[config.mk]
export PLATFORM = sky130hd
export DESIGN_NAME = mt_clk_aligner
export DESIGN_NICKNAME = d
export VERILOG_FILES = /design/src/rtl/mtca_pkg.sv /design/src/rtl/mtca_sync2.sv /design/src/rtl/mtca_stamp.sv /design/src/rtl/mtca_skip_gate.sv /design/src/rtl/mt_clk_aligner.sv
export SDC_FILE = /design/constraint.sdc
export NUM_CORES = 1
export LEC_CHECK = 0
export BUFFER_PORTS_ARGS = -buffer_cell sky130_fd_sc_hd__buf_2
export CAP_MARGIN = 20
export CORE_MARGIN = 2
export CORE_UTILIZATION = 35
export CTS_CLUSTER_DIAMETER = 40
export DETAILED_ROUTE_END_ITERATION = 10
export HOLD_SLACK_MARGIN = 0.12
export PLACE_DENSITY = 0.59
export RECOVER_POWER = 25
export SYNTH_ARGS = -nofsm -noshare
export SYNTH_HDL_FRONTEND = slang
export SYNTH_HIERARCHICAL = 1
export SYNTH_SLANG_ARGS = --single-unit
[constraint.sdc]
create_clock -name clk -period 9.72 [get_ports clk]
set_input_delay 1.944 -clock clk [delete_from_list [all_inputs] [get_ports clk]]
set_output_delay 1.944 -clock clk [all_outputs]
set_load 0.01 [all_outputs]
[src/rtl/mtca_pkg.sv]
package mtca_pkg;
    typedef enum logic [2:0] {
        ST_IDLE    = 3'd0,
        ST_HOLD    = 3'd1,
        ST_SLOW    = 3'd2,
        ST_FULL    = 3'd3,
        ST_CHECK   = 3'd4,
        ST_REALIGN = 3'd5
    } seq_state_t;
endpackage

[src/rtl/mtca_sync2.sv]
// Two-stage synchronizer for asynchronous level inputs.
module mtca_sync2 #(
    parameter int W = 1
) (
    input  logic         clk,
    input  logic         rst_n,
    input  logic [W-1:0] d,
    output logic [W-1:0] q
);
    logic [W-1:0] meta_q;

    always_ff @(posedge clk or negedge rst_n) begin
        if (!rst_n) begin
            meta_q <= '0;
            q      <= '0;
        end else begin
            meta_q <= d;
            q      <= meta_q;
        end
    end
endmodule

[src/rtl/mtca_stamp.sv]
// Captures the free-running cycle count on the first rising edge of a
// target's sync pulse within a check round.
module mtca_stamp #(
    parameter int TSW = 8
) (
    input  logic           clk,
    input  logic           rst_n,
    input  logic           arm,
    input  logic           flush,
    input  logic           pulse,
    input  logic [TSW-1:0] now,
    output logic           seen,
    output logic [TSW-1:0] stamp
);
    logic prev_q;
    logic rise;

    assign rise = pulse & ~prev_q;

    always_ff @(posedge clk or negedge rst_n) begin
        if (!rst_n) begin
            prev_q <= 1'b0;
            seen   <= 1'b0;
            stamp  <= '0;
        end else begin
            prev_q <= pulse;
            if (flush || !arm) begin
                seen <= 1'b0;
            end else if (rise && !seen) begin
                seen  <= 1'b1;
                stamp <= now;
            end
        end
    end
endmodule

[src/rtl/mtca_skip_gate.sv]
// Per-target clock-enable gate that swallows a loaded number of pulses
// during the realign slots.
module mtca_skip_gate (
    input  logic       clk,
    input  logic       rst_n,
    input  logic       load,
    input  logic [1:0] skip_in,
    input  logic       active,
    input  logic [1:0] slot,
    input  logic       base_en,
    output logic       clk_en
);
    logic [1:0] skip_q;

    always_ff @(posedge clk or negedge rst_n) begin
        if (!rst_n)    skip_q <= 2'd0;
        else if (load) skip_q <= skip_in;
    end

    assign clk_en = base_en & ~(active && (slot < skip_q));
endmodule

[src/rtl/mt_clk_aligner.sv]
module mt_clk_aligner
    import mtca_pkg::*;
#(
    parameter int N_TGT       = 4,
    parameter int CLK_MHZ     = 20,
    parameter int MIN_RST_NS  = 2000,
    parameter int SLOW_DIV    = 8,
    parameter int SLOW_PULSES = 4,
    parameter int SETTLE_CYC  = 4,
    parameter int SKEW_TOL    = 3,
    parameter int TSW         = 8,
    parameter int TW          = 16
) (
    input  logic             clk,
    input  logic             rst_n,
    input  logic             reset_req,
    input  logic [N_TGT-1:0] sync_in,
    input  logic [TW-1:0]    timeout_cyc,
    output logic [N_TGT-1:0] clk_en,
    output logic [N_TGT-1:0] tgt_rst_n,
    output logic [N_TGT-1:0] lock_ok,
    output logic [N_TGT-1:0] tgt_fail,
    output logic [1:0]       ref_phase,
    output logic [2:0]       seq_state
);
    localparam int MIN_RST_CYC = MIN_RST_NS * CLK_MHZ / 1000;
    localparam int CW = $clog2(MIN_RST_CYC + SETTLE_CYC + 2) + 1;
    localparam int DW = (SLOW_DIV > 1) ? $clog2(SLOW_DIV) : 1;
    localparam int PW = (SLOW_PULSES > 1) ? $clog2(SLOW_PULSES) : 1;

    seq_state_t       state_q, state_n;
    logic             req_s;
    logic [N_TGT-1:0] sync_s;
    logic [CW-1:0]    cnt_q;
    logic [DW-1:0]    dcnt_q;
    logic [PW-1:0]    pcnt_q;
    logic [1:0]       slot_q;
    logic [TW-1:0]    to_q;
    logic [TSW-1:0]   now_q;
    logic [1:0]       ref_q;
    logic             rel_q, rel_n;
    logic [N_TGT-1:0] rst_q, lock_q, lock_n, fail_q, fail_n;
    logic [N_TGT-1:0] seen, lk_v;
    logic [TSW-1:0]   stamp [N_TGT];
    logic [1:0]       skip_v [N_TGT];
    logic             base_en, slow_tick, all_seen, timed_out, eval, any_skip;
    logic             in_check, in_realign;

    mtca_sync2 #(.W(1)) u_req_sync (
        .clk(clk), .rst_n(rst_n), .d(reset_req), .q(req_s)
    );
    mtca_sync2 #(.W(N_TGT)) u_pulse_sync (
        .clk(clk), .rst_n(rst_n), .d(sync_in), .q(sync_s)
    );

    assign in_check   = (state_q == ST_CHECK);
    assign in_realign = (state_q == ST_REALIGN);
    assign slow_tick  = (dcnt_q == DW'(SLOW_DIV - 1));
    assign all_seen   = &(seen | fail_q);
    assign timed_out  = ({1'b0, to_q} + (TW+1)'(1)) >= {1'b0, timeout_cyc};
    assign eval       = in_check && (all_seen || timed_out);

    // Per-target timestamp, phase comparison and enable gate.
    for (genvar g = 0; g < N_TGT; g++) begin : g_tgt
        mtca_stamp #(.TSW(TSW)) u_stamp (
            .clk(clk), .rst_n(rst_n), .arm(in_check), .flush(eval),
            .pulse(sync_s[g]), .now(now_q), .seen(seen[g]), .stamp(stamp[g])
        );
        if (g == 0) begin : g_ref
            assign lk_v[0]   = seen[0] & ~fail_q[0];
            assign skip_v[0] = 2'd0;
        end else begin : g_cmp
            logic [TSW-1:0] dlt;
            logic           both, inwin;
            assign dlt   = stamp[0] - stamp[g];
            assign both  = seen[0] & seen[g] & ~fail_q[0] & ~fail_q[g];
            assign inwin = ($signed(dlt) <= SKEW_TOL) && ($signed(dlt) >= -SKEW_TOL);
            assign lk_v[g]   = both & inwin;
            assign skip_v[g] = (both && !inwin) ? dlt[1:0] : 2'd0;
        end
        mtca_skip_gate u_gate (
            .clk(clk), .rst_n(rst_n), .load(eval), .skip_in(skip_v[g]),
            .active(in_realign), .slot(slot_q), .base_en(base_en),
            .clk_en(clk_en[g])
        );
    end

    always_comb begin
        any_skip = 1'b0;
        for (int i = 0; i < N_TGT; i++) any_skip |= (skip_v[i] != 2'd0);
    end

    // Next-state and base enable.
    always_comb begin
        state_n = state_q;
        base_en = 1'b1;
        unique case (state_q)
            ST_IDLE: if (req_s) state_n = ST_HOLD;
            ST_HOLD: begin
                base_en = slow_tick;
                if (!req_s && cnt_q >= CW'(MIN_RST_CYC - 1)) state_n = ST_SLOW;
            end
            ST_SLOW: begin
                base_en = slow_tick;
                if (slow_tick && pcnt_q == PW'(SLOW_PULSES - 1)) state_n = ST_FULL;
            end
            ST_FULL:    if (cnt_q >= CW'(SETTLE_CYC - 1)) state_n = ST_CHECK;
            ST_CHECK:   if (eval && any_skip) state_n = ST_REALIGN;
            ST_REALIGN: if (slot_q == 2'd2) state_n = ST_CHECK;
            default:    state_n = ST_IDLE;
        endcase
        if (req_s) state_n = ST_HOLD;
    end

    // State register and sequencing counters.
    always_ff @(posedge clk or negedge rst_n) begin
        if (!rst_n) begin
            state_q <= ST_IDLE;
            cnt_q   <= '0;
            dcnt_q  <= '0;
            pcnt_q  <= '0;
            slot_q  <= 2'd0;
            to_q    <= '0;
            now_q   <= '0;
            ref_q   <= 2'd0;
        end else begin
            state_q <= state_n;
            if (state_n != state_q)   cnt_q <= '0;
            else if (cnt_q != '1)     cnt_q <= cnt_q + 1'b1;
            if (state_n != state_q || slow_tick) dcnt_q <= '0;
            else                                 dcnt_q <= dcnt_q + 1'b1;
            if (state_n != state_q)              pcnt_q <= '0;
            else if (state_q == ST_SLOW && slow_tick) pcnt_q <= pcnt_q + 1'b1;
            slot_q <= in_realign ? slot_q + 2'd1 : 2'd0;
            to_q   <= (!in_check || eval) ? '0 : to_q + 1'b1;
            now_q  <= now_q + 1'b1;
            if (!rel_q)         ref_q <= 2'd0;
            else if (clk_en[0]) ref_q <= ref_q + 2'd1;
        end
    end

    // Registered outputs.
    always_comb begin
        fail_n = fail_q;
        lock_n = lock_q;
        if (state_n == ST_HOLD) begin
            fail_n = '0;
            lock_n = '0;
        end else if (eval) begin
            fail_n = fail_q | ~seen;
            lock_n = lk_v;
        end
        rel_n = (state_n == ST_SLOW) || (state_n == ST_FULL) ||
                (state_n == ST_CHECK) || (state_n == ST_REALIGN);
    end

    always_ff @(posedge clk or negedge rst_n) begin
        if (!rst_n) begin
            rel_q  <= 1'b0;
            rst_q  <= '0;
            fail_q <= '0;
            lock_q <= '0;
        end else begin
            rel_q  <= rel_n;
            rst_q  <= {N_TGT{rel_n}} & ~fail_n;
            fail_q <= fail_n;
            lock_q <= lock_n;
        end
    end

    assign tgt_rst_n = rst_q;
    assign lock_ok   = lock_q;
    assign tgt_fail  = fail_q;
    assign ref_phase = ref_q;
    assign seq_state = state_q;

    // Low-time counter used only by the width assertion.
    logic [CW-1:0] low_cnt;
    always_ff @(posedge clk or negedge rst_n) begin
        if (!rst_n)                           low_cnt <= '0;
        else if (rel_q)                       low_cnt <= '0;
        else if (low_cnt < CW'(MIN_RST_CYC))  low_cnt <= low_cnt + 1'b1;
    end

    a_r3_min_width: assert property (@(posedge clk) disable iff (!rst_n)
        $rose(rel_q) |-> (low_cnt >= CW'(MIN_RST_CYC)));

    a_r5_quiet_release: assert property (@(posedge clk) disable iff (!rst_n)
        $rose(rel_q) |-> (clk_en == '0));

    a_r6_phase_held: assert property (@(posedge clk) disable iff (!rst_n)
        (!rel_q && $past(!rel_q)) |-> (ref_q == 2'd0));

    a_r8_ref_kept: assert property (@(posedge clk) disable iff (!rst_n)
        (state_q == ST_FULL || state_q == ST_CHECK || state_q == ST_REALIGN)
        |-> clk_en[0]);

    a_r7_lock_not_failed: assert property (@(posedge clk) disable iff (!rst_n)
        (lock_q & fail_q) == '0);

    for (genvar a = 0; a < N_TGT; a++) begin : g_chk
        a_r9_fail_in_reset: assert property (@(posedge clk) disable iff (!rst_n)
            fail_q[a] |-> !tgt_rst_n[a]);
    end
endmodule

==> After elaboration in Yosys (flattened, before gate mapping) <==
Index checks and enable logic that the tools add are counted.
{ "classes": {"addsub": 11, "n_lt_le_gt_ge": 13, "eq_ne": 16, "muxes": 32, "n_bitwise": 41, "n_reduce_logical": 51} }
{ "op_table": {"columns": ["cell", "count"], "rows": [
  ["8-bit by 3-bit >= comparator with 1-bit output (second input constant)", 3],
  ["8-bit by 3-bit less-or-equal comparator with 1-bit output (second input constant)", 3],
  ["8-bit subtractor", 3],
  ["1-bit AND", 21],
  ["3-bit two-way mux", 7],
  ["2-bit nonzero test", 10],
  ["1-bit logical AND", 19],
  ["3-bit case mux with 6 select lines", 1],
  ["16-bit by 1-bit adder with 17-bit output (second input constant)", 1],
  ["17-bit by 16-bit >= comparator with 1-bit output", 1],
  ["16-bit by 1-bit adder with 16-bit output (second input constant)", 1],
  ["16-bit two-way mux", 1],
  ["2-bit two-way mux", 8],
  ["4-bit two-way mux", 4],
  ["3-bit == test (second input constant)", 5],
  ["7-bit two-way mux", 2],
  ["1-bit inverter", 13],
  ["3-bit by 2-bit == test with 1-bit output (second input constant)", 4],
  ["1-bit zero test", 9],
  ["1-bit two-way mux", 9],
  ["8-bit by 1-bit adder with 8-bit output (second input constant)", 1],
  ["4-bit inverter", 2],
  ["4-bit OR", 2],
  ["2-bit AND reduction", 4],
  ["18 further kinds", 30]
]} }
{ "totals": {"register_bits": 112, "in_bits": 23, "out_inout_bits": 21, "elab_cells": 195} }

==> Depth between registers and ports, before layout <==
Gate-level depths: netlist of the first run.
{ "logic_depth": {"ltp_word": 18, "ltp_mapped": 16, "depth_no_buf": 15} }

==> By module <==
Netlist of the first run, hierarchy kept.
{ "by_module_without_submodules": {"columns": ["mod", "instances", "cells_per_inst", "area_each_um2", "seq_area_each_um2"], "rows": [
  ["mt_clk_aligner", 1, 520, 4610.7, 1401.3],
  ["mtca_stamp", 4, 23, 390.4, 250.2],
  ["mtca_skip_gate", 4, 11, 115.1, 50.0],
  ["mtca_sync2 at u_pulse_sync", 1, 8, 200.2, 200.2],
  ["mtca_sync2 at u_req_sync", 1, 2, 50.0, 50.0]
]} }

==> Least setup slack after synthesis of the first run <==
OpenSTA, ideal clock, no wires.
{ "synth_timing": {"path_type": "input port to flip-flop", "startpoint": "input timeout_cyc[14]", "endpoint": "register g_tgt[0].u_stamp.stamp[0]", "setup_time_ps": 125, "t_arrival_ps": 4538, "required_ps": 9595, "setup_slack_ps": 5057, "path_stages": 11, "n_path_buf": 1, "path_cell_list": "inv_1 ha_1 a21oi_1 o22ai_1 a311o_1 a211o_1 o21a_4 buf_2 nand2b_4 nor4b_4 mux2_2"} }
{ "synth_between": {"elab_chain_len": 6} }
{ "synth_rtl": {"columns": ["element", "line", "source"], "rows": [
  ["start: declaration", "mt_clk_aligner.sv:18", "input logic [TW-1:0] timeout_cyc,"],
  ["17-bit by 16-bit >= comparator with 1-bit output", "mt_clk_aligner.sv:60", "assign timed_out = ({1'b0, to_q} + (TW+1)'(1)) >= {1'b0, timeout_cyc};"],
  ["1-bit logical OR", "mt_clk_aligner.sv:61", "assign eval = in_check && (all_seen || timed_out);"],
  ["1-bit logical AND", "mt_clk_aligner.sv:61", null],
  ["named net eval", "mt_clk_aligner.sv:46", "logic base_en, slow_tick, all_seen, timed_out, eval, any_skip;"],
  ["1-bit logical OR", "mtca_stamp.sv:27", "if (flush || !arm) begin"],
  ["1-bit inverter (no line)", null, null],
  ["2-bit AND reduction (no line)", null, null],
  ["end signal: assignment", "mtca_stamp.sv:31", "stamp <= now;"],
  ["end: declaration", "mtca_stamp.sv:13", "output logic [TSW-1:0] stamp"]
]} }
The timed path passes the listed nets, and every way through them passes these cells.
A chain may end at the register's enable or synchronous reset.

==> results of run 1 <==
metal layers:
metal,share of wire,wire length (um),up-vias
li1,-,-,2462
met1,0.49,7140,2320
met2,0.46,6760,67
met3,0.031,445,15
met4,0.013,194,0
met5,0,0,-
final cells by class:
class / instances / area, um^2 / area share
clock buffer: 19 / 453 / 0.0568
clock inverter: 13 / 149 / 0.0187
inverter: 72 / 270 / 0.0339
multi-input combinational: 468 / 3680 / 0.462
sequential: 114 / 2850 / 0.358
tap: 265 / 332 / 0.0416
timing repair buffer: 46 / 236 / 0.0297
power groups by stage:
stage | Combinational, uW | Clock, uW | Sequential [uW]
after floorplan | 283 | 0 | 538
after global placement | 359 | 0 | 551
after detailed placement | 362 | 0 | 551
after CTS | 364 | 643 | 543
after global routing | 403 | 670 | 549
final | 361 | 627 | 543
path summary, 6_finish.rpt:
| path | startpoint | cells past startpoint | slack (ns) | endpoint |
|---|---|---|---|---|
| max | rst_n | 2 | 4.92 | lock_ok[2]$_DFFE_PN0P_ |
| min | u_pulse_sync/meta_q[3]$_DFF_PN0_ | 0 | 0.34 | u_pulse_sync/q[3]$_DFF_PN0_ |
| max reg2reg | to_q[2]$_DFF_PN0_ | 15 | 5.60 | g_tgt[3].u_stamp/stamp[3]$_DFFE_PN0P_ |
| min reg2reg | u_pulse_sync/meta_q[3]$_DFF_PN0_ | 0 | 0.34 | u_pulse_sync/q[3]$_DFF_PN0_ |
| max in group clk | timeout_cyc[14] | 11 | 5.35 | g_tgt[3].u_stamp/stamp[3]$_DFFE_PN0P_ |
| min in group asynchronous | rst_n | 1 | 2.70 | to_q[9]$_DFF_PN0_ |
cell usage in the layout (no fill, tap or decap), types with 4 or more instances in the layout:
master     Yosys  layout
mux2_4         4       4
nand2_1       33      33
xnor2_1       28      28
clkbuf_16      0      17
nor4b_4        4       4
a21o_1         7       7
buf_2          2      42
and3_1        19      19
a21oi_1       31      31
nand2b_1      14      14
inv_1         72      72
o2bb2ai_1      5       5
a31oi_1        6       6
ha_1          50      50
xor2_1        12      12
nor2_1        46      46
inv_6          0       4
nor3_1         9       9
nand4_1        8       8
nand2b_4       4       4
dfrtp_1      114     114
nor2b_1       19      19
a221oi_1       4       4
a211o_1        4       4
a21oi_2       11      11
mux2_2        34      34
o21ai_0       22      22
mux2i_1        6       6
nand3_1       17      17
flip-flops by register name, indices dropped and copies added, names as in the netlist, 7 cells and up:
register	flops
g_tgt.u_stamp/stamp	32
g_tgt.u_gate/skip_q	8
cnt_q	7
to_q	16
now_q	8
stage by stage:
step	setup WS [ns]	util	area [um^2]
6_report	4.92	0.411	7970
5_1_grt	4.15	0.411	7970
4_1_cts	5.36	0.411	7980
3_5_place_dp	4.91	0.380	7370
3_3_place_gp	4.92	0.380	7370
2_1_floorplan	5.06	-	6890
logic make-up (layout without fill, tap and decap cells):
kind of cell             after synthesis  count (layout)
AO/OA/AOI/OAI                        130             130
XOR/XNOR                              40              40
adder cells (fa/ha/maj)               53              53
buffers and inverters                 85             150
flip-flops                           114             114
multiplexers                          44              44
other                                  1               2
AND/OR/NAND/NOR                      199             199
==> impl_results.md, run 1 <==
- Worst VDD drop: 0.0000969 V
- Worst Setup Start Kind: input pin
- Antenna violations before repair: 0
- Cells after DPL: 965
- Slowest cell on crit path: clkbuf_1
- Root Buffer: clkbuf_16
- Overall die width: 144 um
- CP cell instances: clkbuf_1 -> buf_4
- Psw: 470 uW
- Post-DP HPWL: 10400 um
- Post-Synthesis Cell Area: 6880 um^2
- Mean Syn Cell Area: 10.3 um^2
- Final GP Congestion: 0.805
- Sw frac: 0.307
- Total grt overflow: 0
- Setup violations, final: 0
- N_diodes: 0
- Run status: finished, violations left
- Wirelength per Cell: 14.6 um
- M3 GR Usage: 0.0371
- Sequential fraction of the synthesis area: 0.414
- Min Hold Slack: 0.341 ns
- Slew headroom: -1.35
- Die Area: 20800 um^2
- Clk_skew: 0.0102 ns
- Clock sink count: 114
- Crit path kind: input pin to asynchronous set/reset pin
- Global-route wire length before repair: 24000 um
- Multiplexer area fraction after synthesis: 0.0731
- Die Ht: 144 um
- Number of global-route vias before repair: 4604
- CP endpoint kind: asynchronous set/reset pin
- Tcrit/Tclk final: 0.494
- Clk_lat worst skew: 0.42 ns
- Top delay family on crit path: buffers and inverters
- Hold-fix buffer count after cts: 0
- Largest family of logic cells by synthesized area: simple AND/OR/NAND/NOR gates
- Area grow syn2layout: 15.8%
- Max Fclk: 0.208 GHz
- RSZ-0062 raised after global routing: false
- Primary FF master, synth: dfrtp_1
- Final-report hold violation count: 0
- Data required, critical path: 10.21 ns
- Adder-cell share of the synthesized area: 0.0996
- Pint: 1060 uW
- Overall power: 1530 uW
- Fraction of layout cells with a size suffix above 1: 0.212
- Violated checks: max-capacitance violations, max-slew violations
- Initial Utilization: 0.355
- Resized cells post-CTS: 0
- Area leader, netlist: dfrtp_1
- Clock slew at reported path FFs: 0.06 ns
- LEAKAGE: 0.00378 uW
- Total Wirelength: 14500 um
- Largest net degree at the start of global routing: 67
- Cells after synthesis: 666
- Ys async rst share: 1.00
- Number of remaining DRC errors: 0
- Io pins: 44
- Synth Area in XOR/XNOR: 0.0509
- Initial drt markers: 202
- Busiest grt layer: met2
- Met1 global-route usage: 0.203
- CTS Buf Count: 17
- Nets@finish: 795
- Flop pwr share: 0.355
- Setup Fix Bufs, Post-CTS: 0
- Max-slew violations: 67
- Max Cap Viol: 1
- Clock buffer depth: 2
- Buf/Inv on CP: 2
- Commonest cells post-synth: 114 x dfrtp_1, 72 x inv_1, 50 x ha_1, 46 x nor2_1, 34 x mux2_2
- Post-synth EDFFs: 0
- Synth Warn #: 6
- DR vias: 4864
- Synth top area share: 0.414
- Worst path arrival time: 5.29 ns
- Top cells by area, synth: dfrtp_1 41%, ha_1 9.1%, mux2_2 5.6%
- Met2 GRT Util: 0.237
- Post-Layout Cell Count: 997
- Core region area: 19400 um^2
- CP max stage delay: 2.43 ns
- Setup TNS: 0 ns
- H-Tree Depth: 4
- Distinct cells, synth: 83
- Port bufs: 43
- Clk pwr share: 0.410
- # fillers: 1904
- ANT nets after route: 0
- GRT Total Usage: 0.150
- Period minus WS final: 4.80 ns
- Worst Max-Slew Pin Slew: 3.52 ns
- Yosys reg bits: 114
- Drt via density: 4.88
- Post-Synth Simple-Gate Area: 0.172
- Cell with the most instances after synthesis: dfrtp_1
- Combinational Power Share: 0.236
- Post-synthesis compound-gate area fraction: 0.138
- Power density cells: 192 nW/um^2
- Std cell rows: 51
- Worst-path maximum fanout: 66
- Initial DRT Pass Iterations: 4
- HP Class: flop to flop
- CTS tree: done
No activity file was read; power rests on OpenSTA's default activity.
==> inputs of run 2 (changes only) <==
PLACE_DENSITY = 0.61   (was 0.59)
clock period = 3.9 ns   (was 9.72 ns; I/O delays follow)
==> impl_results.md, run 2 (same netlist as run 1, synthesis figures left out) <==
- Run status: finished, violations left
- Violated checks: max-capacitance violations, max-slew violations
- Tcrit/Tclk final: 0.942
- Area grow syn2layout: 17.7%
- Largest regs: g_tgt.u_stamp/stamp: 32 flops, to_q: 16 flops
- Std cell rows: 51 (unchanged)
- Reg2reg setup slack: 0.23 ns (-5.37 ns)
- Most flop-heavy register: g_tgt.u_stamp/stamp
- Hold-fix buffer count after cts: 0 (unchanged)
- Fraction of layout cells with a size suffix above 1: 0.228 (+0.0163)
- Core region area: 19400 um^2 (unchanged)
- Final GP Congestion: 0.816 (+1.3%)
- Slew headroom: -0.880 (+0.469)
- Hold EP: u_pulse_sync/q[3]$_DFF_PN0_
- Antenna violations before repair: 0 (unchanged)
- Initial drt markers: 322 (+59%)
- Setup TNS: 0 ns (unchanged)
- Post-DP HPWL: 10800 um (+3.2%)
- Clock sink count: 114 (unchanged)
- Max-slew violations: 115 (+72%)
- Io pins: 44 (unchanged)
- Period minus WS final: 3.67 ns
- Pre-CTS setup slack: 0.129 ns (-4.79 ns)
- R2r startpoint: to_q[2]$_DFF_PN0_
- Wirelength per Cell: 14.8 um (+1.8%)
- Initial DRT Pass Iterations: 4 (unchanged)
- Commonest non-fill, non-tap cells in the layout: 114 x dfrtp_1, 72 x inv_1, 49 x ha_1, 44 x nor2_1, 42 x buf_2
- Global-route wire length before repair: 24500 um (+2.2%)
- Nets@finish: 804 (+1.1%)
- # fillers: 1908 (+0.21%)
- Depth of the worst register-to-register path: 16 (+1)
- ANT nets after route: 0 (unchanged)
- Slowest cell on crit path: dfrtp_1
- Setup ws final: 0.225 ns (-4.70 ns)
- Die Area: 20800 um^2 (unchanged)
- Overall die width: 144 um (unchanged)
- Hold depth: 0 (unchanged)
- Drt via density: 4.92 (+0.90%)
- Root Buffer: clkbuf_16
- Port bufs: 43 (unchanged)
- Number of remaining DRC errors: 0 (unchanged)
- Number of global-route vias before repair: 4822 (+4.7%)
- Power density cells: 481 nW/um^2 (+150%)
- Worst Setup Start Kind: flop
- Core Util, Final: 0.418 (+0.00677)
- Most common cell on crit path: nor2_2
- CTS Buf Count: 17 (unchanged)
- Hold Startpoint: u_pulse_sync/meta_q[3]$_DFF_PN0_
- Worst Max-Slew Pin Slew: 2.82 ns (-0.704 ns)
- Worst-path maximum fanout: 8 (-88%)
- Clk_skew: 0.0157 ns (+0.00556 ns)
- CP max stage delay: 0.43 ns (-2.00 ns)
- Total Wirelength: 14900 um (+2.7%)
- Clock buffer depth: 2 (unchanged)
- CP cell instances: nand3_4 -> nor2_2 -> nand3_1 -> nor2_2 -> nand4_1 -> xnor2_1 -> ha_1 -> a21oi_1 -> o22ai_1 -> a311o_1 -> a211o_1 -> o21a_4 -> nand2b_4 -> nor4b_4 -> buf_4 -> mux2_2
- LEAKAGE: 0.00388 uW (+2.4%)
- Worst path arrival time: 3.97 ns (-1.32 ns)
- H-Tree Depth: 4 (unchanged)
- Final-report hold violation count: 0 (unchanged)
- Largest net degree at the start of global routing: 115 (+72%)
- Max Cap Viol: 1 (unchanged)
- Commonest non-fill, non-tap cell in the layout: dfrtp_1
- Max Fclk: 0.272 GHz
- Die Ht: 144 um (unchanged)
- Worst VDD drop: 0.000246 V (+150%)
- Clock slew at reported path FFs: 0.07 ns (about the same)
- DR vias: 4952 (+1.8%)
- CTS tree: done
- Max reg flops: 32 (unchanged)
- HP Class: flop to flop
- GRT Total Usage: 0.152 (+0.00213)
- Clk_lat worst skew: 0.42 ns (about the same)
- CP endpoint kind: flop
- Total grt overflow: 0 (unchanged)
- N_diodes: 0 (unchanged)
- Crit path kind: flop to flop
- Data required, critical path: 4.20 ns (-6.01 ns)
- Setup violations, final: 0 (unchanged)
- Worst r2r dst: g_tgt[1].u_stamp/stamp[6]$_DFFE_PN0P_
- Initial Utilization: 0.355 (unchanged)
run 2: changes by cell type in the layout (fill, tap and decap cells not counted), sizes merged:
cell      change
clkinvlp      -1
buf           +8
inv           +3
bufinv        +1
clkbuf        -1
clkinv        -1
run 2: final cells by class:
cell class,count,area [um^2],area share
sequential,114,2850,0.352
inverter,72,270,0.0333
clock inverter,15,196,0.0242
tap,265,332,0.0409
clock buffer,17,425,0.0525
timing repair buffer,55,317,0.0391
multi-input combinational,468,3710,0.458
run 2: worst max-delay path by stage:
stage	depth (start not counted)	from	to
after global placement	14	to_q[0]$_DFF_PN0_	g_tgt[3].u_stamp/stamp[4]$_DFFE_PN0P_
after floorplan	14	to_q[0]$_DFF_PN0_	g_tgt[0].u_stamp/stamp[0]$_DFFE_PN0P_
after global routing	16	to_q[2]$_DFF_PN0_	g_tgt[2].u_stamp/stamp[6]$_DFFE_PN0P_
after detailed placement	14	to_q[0]$_DFF_PN0_	g_tgt[3].u_stamp/stamp[0]$_DFFE_PN0P_
final	16	to_q[2]$_DFF_PN0_	g_tgt[1].u_stamp/stamp[6]$_DFFE_PN0P_
after CTS	14	to_q[0]$_DFF_PN0_	g_tgt[3].u_stamp/stamp[0]$_DFFE_PN0P_
run 2: metrics by stage:
| stage | hold WS (ns) | power, uW | area [um^2] | std cells |
|---|---|---|---|---|
| CTS | 0.349 | 3940 | 8060 | 1004 |
| finish | 0.347 | 3900 | 8100 | 1006 |
| global route | 0.354 | 4100 | 8100 | 1006 |
| global placement | 0.335 | 2270 | 7440 | 972 |
| detailed placement | 0.336 | 2280 | 7440 | 972 |
| floorplan | 0.331 | 2050 | 6890 | 667 |
run 2: per-layer routing:
layer,vias to the layer above,GRT usage,part of all wire
met4,0,0.0511,0.011
met5,-,0,0
met3,12,0.0311,0.024
met2,58,0.256,0.49
met1,2404,0.195,0.48
li1,2478,-,-
run 2: what timing repair did:
item	4_1_cts	5_1_grt
resized for setup	0	9
endpoints found under the setup margin	0	37
buffers inserted	0	2
run 2: critical path: cells and delay by family (launching register included):
kind	cells	cell delay, ns
AO/OA/AOI/OAI	5	1.12
AND/OR/NAND/NOR	7	1.13
multiplexers	1	0.35
XOR/XNOR	1	0.16
adder cells (fa/ha/maj)	1	0.19
buffers and inverters	1	0.20
flip-flops	1	0.43
run 2: power breakdown:
| part | internal (uW) | switching [uW] | total [uW] | leakage [uW] |
|---|---|---|---|---|
| clock | 1030 | 619 | 1640 | 0.000301 |
| sequential | 1270 | 87.7 | 1350 | 0.00151 |
| combinational | 394 | 507 | 901 | 0.00207 |
==> inputs of run 3 (changes only) <==
PLACE_DENSITY = unset   (was 0.61)
PLACE_DENSITY_LB_ADDON = 0.05   (was unset)
==> impl_results.md, run 3 (same netlist as run 1, synthesis figures left out) <==
- Worst r2r dst: g_tgt[1].u_stamp/stamp[5]$_DFFE_PN0P_
- Post-DP HPWL: 12500 um (+17%)
- H-Tree Depth: 4 (unchanged)
- CP max stage delay: 0.37 ns (-0.06 ns)
- Period minus WS final: 3.70 ns (+0.0220 ns)
- Overall die width: 144 um (unchanged)
- Clk pwr share: 0.409 (-0.013)
- Max-slew violations: 72 (-37%)
- R2r startpoint: to_q[1]$_DFF_PN0_
- N_diodes: 0 (unchanged)
- Commonest non-fill, non-tap cells in the layout: 112 x dfrtp_1, 72 x inv_1, 49 x ha_1, 44 x nor2_1, 42 x buf_2
- Initial DRT Pass Iterations: 4 (unchanged)
- Pint: 2680 uW (-0.16%)
- Total grt overflow: 0 (unchanged)
- Final-report hold violation count: 0 (unchanged)
- Drt via density: 4.96 (+0.73%)
- Slew headroom: -0.223 (+0.656)
- Data required, critical path: 4.20 ns (about the same)
- Die Ht: 144 um (unchanged)
- Depth of the worst register-to-register path: 14 (-2)
- Io pins: 44 (unchanged)
- Worst path arrival time: 4.00 ns (+0.03 ns)
- Clock buffer depth: 2 (unchanged)
- Clock slew at reported path FFs: 0.05 ns (-0.02 ns)
- Sw frac: 0.305 (-0.00639)
- Commonest non-fill, non-tap cell in the layout: dfrtp_1
- CP cell instances: ha_2 -> nand2_2 -> nor4_4 -> xnor2_2 -> ha_1 -> a21oi_1 -> o22ai_1 -> a311o_1 -> a211o_1 -> o21a_4 -> nand2b_4 -> nor4b_4 -> buf_4 -> mux2_2
- Violated checks: max-capacitance violations, max-slew violations
- Die Area: 20800 um^2 (unchanged)
- Psw: 1180 uW (-3.1%)
- DR vias: 4998 (+0.93%)
- Final GP Congestion: 0.841 (+3.1%)
- CP endpoint kind: flop
- Worst Setup Start Kind: flop
- Port bufs: 43 (unchanged)
- Core region area: 19400 um^2 (unchanged)
- Hold depth: 0 (unchanged)
- Crit path kind: flop to flop
- Clk_skew: 0.0171 ns (+0.00140 ns)
- Global-route wire length before repair: 27300 um (+11%)
- CTS Buf Count: 17 (unchanged)
- Setup violations, final: 0 (unchanged)
- Number of remaining DRC errors: 0 (unchanged)
- Max Cap Viol: 1 (unchanged)
- Reg2reg setup slack: 0.20 ns (-0.02 ns)
- CTS tree: done
- Min Hold Slack: 0.346 ns (-0.00170 ns)
- Std cell rows: 51 (unchanged)
- Hold Startpoint: u_req_sync/meta_q$_DFF_PN0_
- Wirelength per Cell: 16.5 um (+11%)
- Nets@finish: 806 (+0.25%)
- Max reg flops: 32 (unchanged)
- Initial Utilization: 0.355 (unchanged)
- Hold EP: u_req_sync/q$_DFF_PN0_
- HP Class: flop to flop
- Total Wirelength: 16600 um (+11%)
- Most flop-heavy register: g_tgt.u_stamp/stamp
- Largest net degree at the start of global routing: 72 (-37%)
- Clock sink count: 114 (unchanged)
- Root Buffer: clkbuf_16
- Max Fclk: 0.270 GHz (-0.59%)
- Tcrit/Tclk final: 0.948 (+0.00564)
- GRT Total Usage: 0.172 (+0.0196)
- Flop pwr share: 0.352 (+0.005)
- Largest regs: g_tgt.u_stamp/stamp: 32 flops, to_q: 16 flops
- Area grow syn2layout: 17.8% (about the same)
- Run status: finished, violations left
- Combinational Power Share: 0.239 (+0.008)
- Fraction of layout cells with a size suffix above 1: 0.236 (+0.00746)
- Number of global-route vias before repair: 5209 (+8.0%)
- Overall power: 3860 uW (-1.1%)
- Initial drt markers: 285 (-11%)
- Worst Max-Slew Pin Slew: 1.83 ns (-0.985 ns)
- Worst-path maximum fanout: 8 (unchanged)
- ANT nets after route: 0 (unchanged)
- Antenna violations before repair: 0 (unchanged)
- LEAKAGE: 0.00387 uW (-0.14%)
- Power density cells: 476 nW/um^2 (-1.1%)
- Worst VDD drop: 0.000288 V (+17%)
- Slowest cell on crit path: dfrtp_1
- Clk_lat worst skew: 0.42 ns (about the same)
==> run 3: timing repair <==
action	CTS	global route
endpoints found under the setup margin	0	33
hold buffers	0	0
gates resized for setup	0	11
buffers inserted	0	1
==> run 3: how the worst max path moves through the flow <==
| stage | startpoint | end | slack, ns | cells after the start |
|---|---|---|---|---|
| final | to_q[1]$_DFF_PN0_ | g_tgt[1].u_stamp/stamp[5]$_DFFE_PN0P_ | 0.20 | 14 |
| after global routing | to_q[2]$_DFF_PN0_ | g_tgt[3].u_stamp/stamp[6]$_DFFE_PN0P_ | -0.02 | 16 |
| after CTS | to_q[2]$_DFF_PN0_ | g_tgt[3].u_stamp/stamp[1]$_DFFE_PN0P_ | 0.06 | 16 |
| after detailed placement | to_q[2]$_DFF_PN0_ | g_tgt[3].u_stamp/stamp[1]$_DFFE_PN0P_ | 0.08 | 16 |
| after global placement | to_q[2]$_DFF_PN0_ | g_tgt[3].u_stamp/stamp[4]$_DFFE_PN0P_ | 0.22 | 16 |
| after floorplan | to_q[0]$_DFF_PN0_ | g_tgt[0].u_stamp/stamp[0]$_DFFE_PN0P_ | 0.08 | 14 |
==> run 3: power groups by stage <==
stage	clock network, uW	logic, uW	registers (uW)
global route	1660	1030	1370
global placement	0	909	1380
floorplan	0	704	1340
finish	1580	922	1360
CTS	1620	931	1360
detailed placement	0	927	1380
==> run 3: layout make-up <==
| class | instances | area [um^2] |
|---|---|---|
| fill | 1920 | 11300 |
| multi-input combinational | 468 | 3720 |
| sequential | 114 | 2860 |
| clock buffer | 19 | 443 |
| tap | 265 | 332 |
| timing repair buffer | 57 | 324 |
| inverter | 72 | 270 |
| clock inverter | 13 | 160 |
==> run 3: worst max-delay path, delay by kind of cell, from the launching register on <==
family | cells | cell delay, ns
buffers and inverters | 1 | 0.21
flip-flops | 1 | 0.37
multiplexers | 1 | 0.35
AND/OR/NAND/NOR | 4 | 0.86
adder cells (fa/ha/maj) | 2 | 0.50
XOR/XNOR | 1 | 0.17
AO/OA/AOI/OAI | 5 | 1.13
==> run 3: layer usage <==
layer,routed length [um],GRT usage,vias to the layer above
li1,-,-,2484
met1,7780,0.218,2442
met2,8220,0.295,59
met3,379,0.0338,13
met4,217,0.0526,0
met5,0,0,-
==> run 3: metrics by stage <==
stage	instance area [um^2]	setup TNS, ns	cells	setup slack [ns]	utilization
floorplan	6890	0	667	0.0775	-
global placement	7450	0	975	0.222	0.384
detailed placement	7450	0	975	0.0817	0.384
CTS	8060	0	1007	0.0630	0.415
global route	8110	-0.189	1008	-0.0224	0.418
finish	8110	0	1008	0.203	0.418
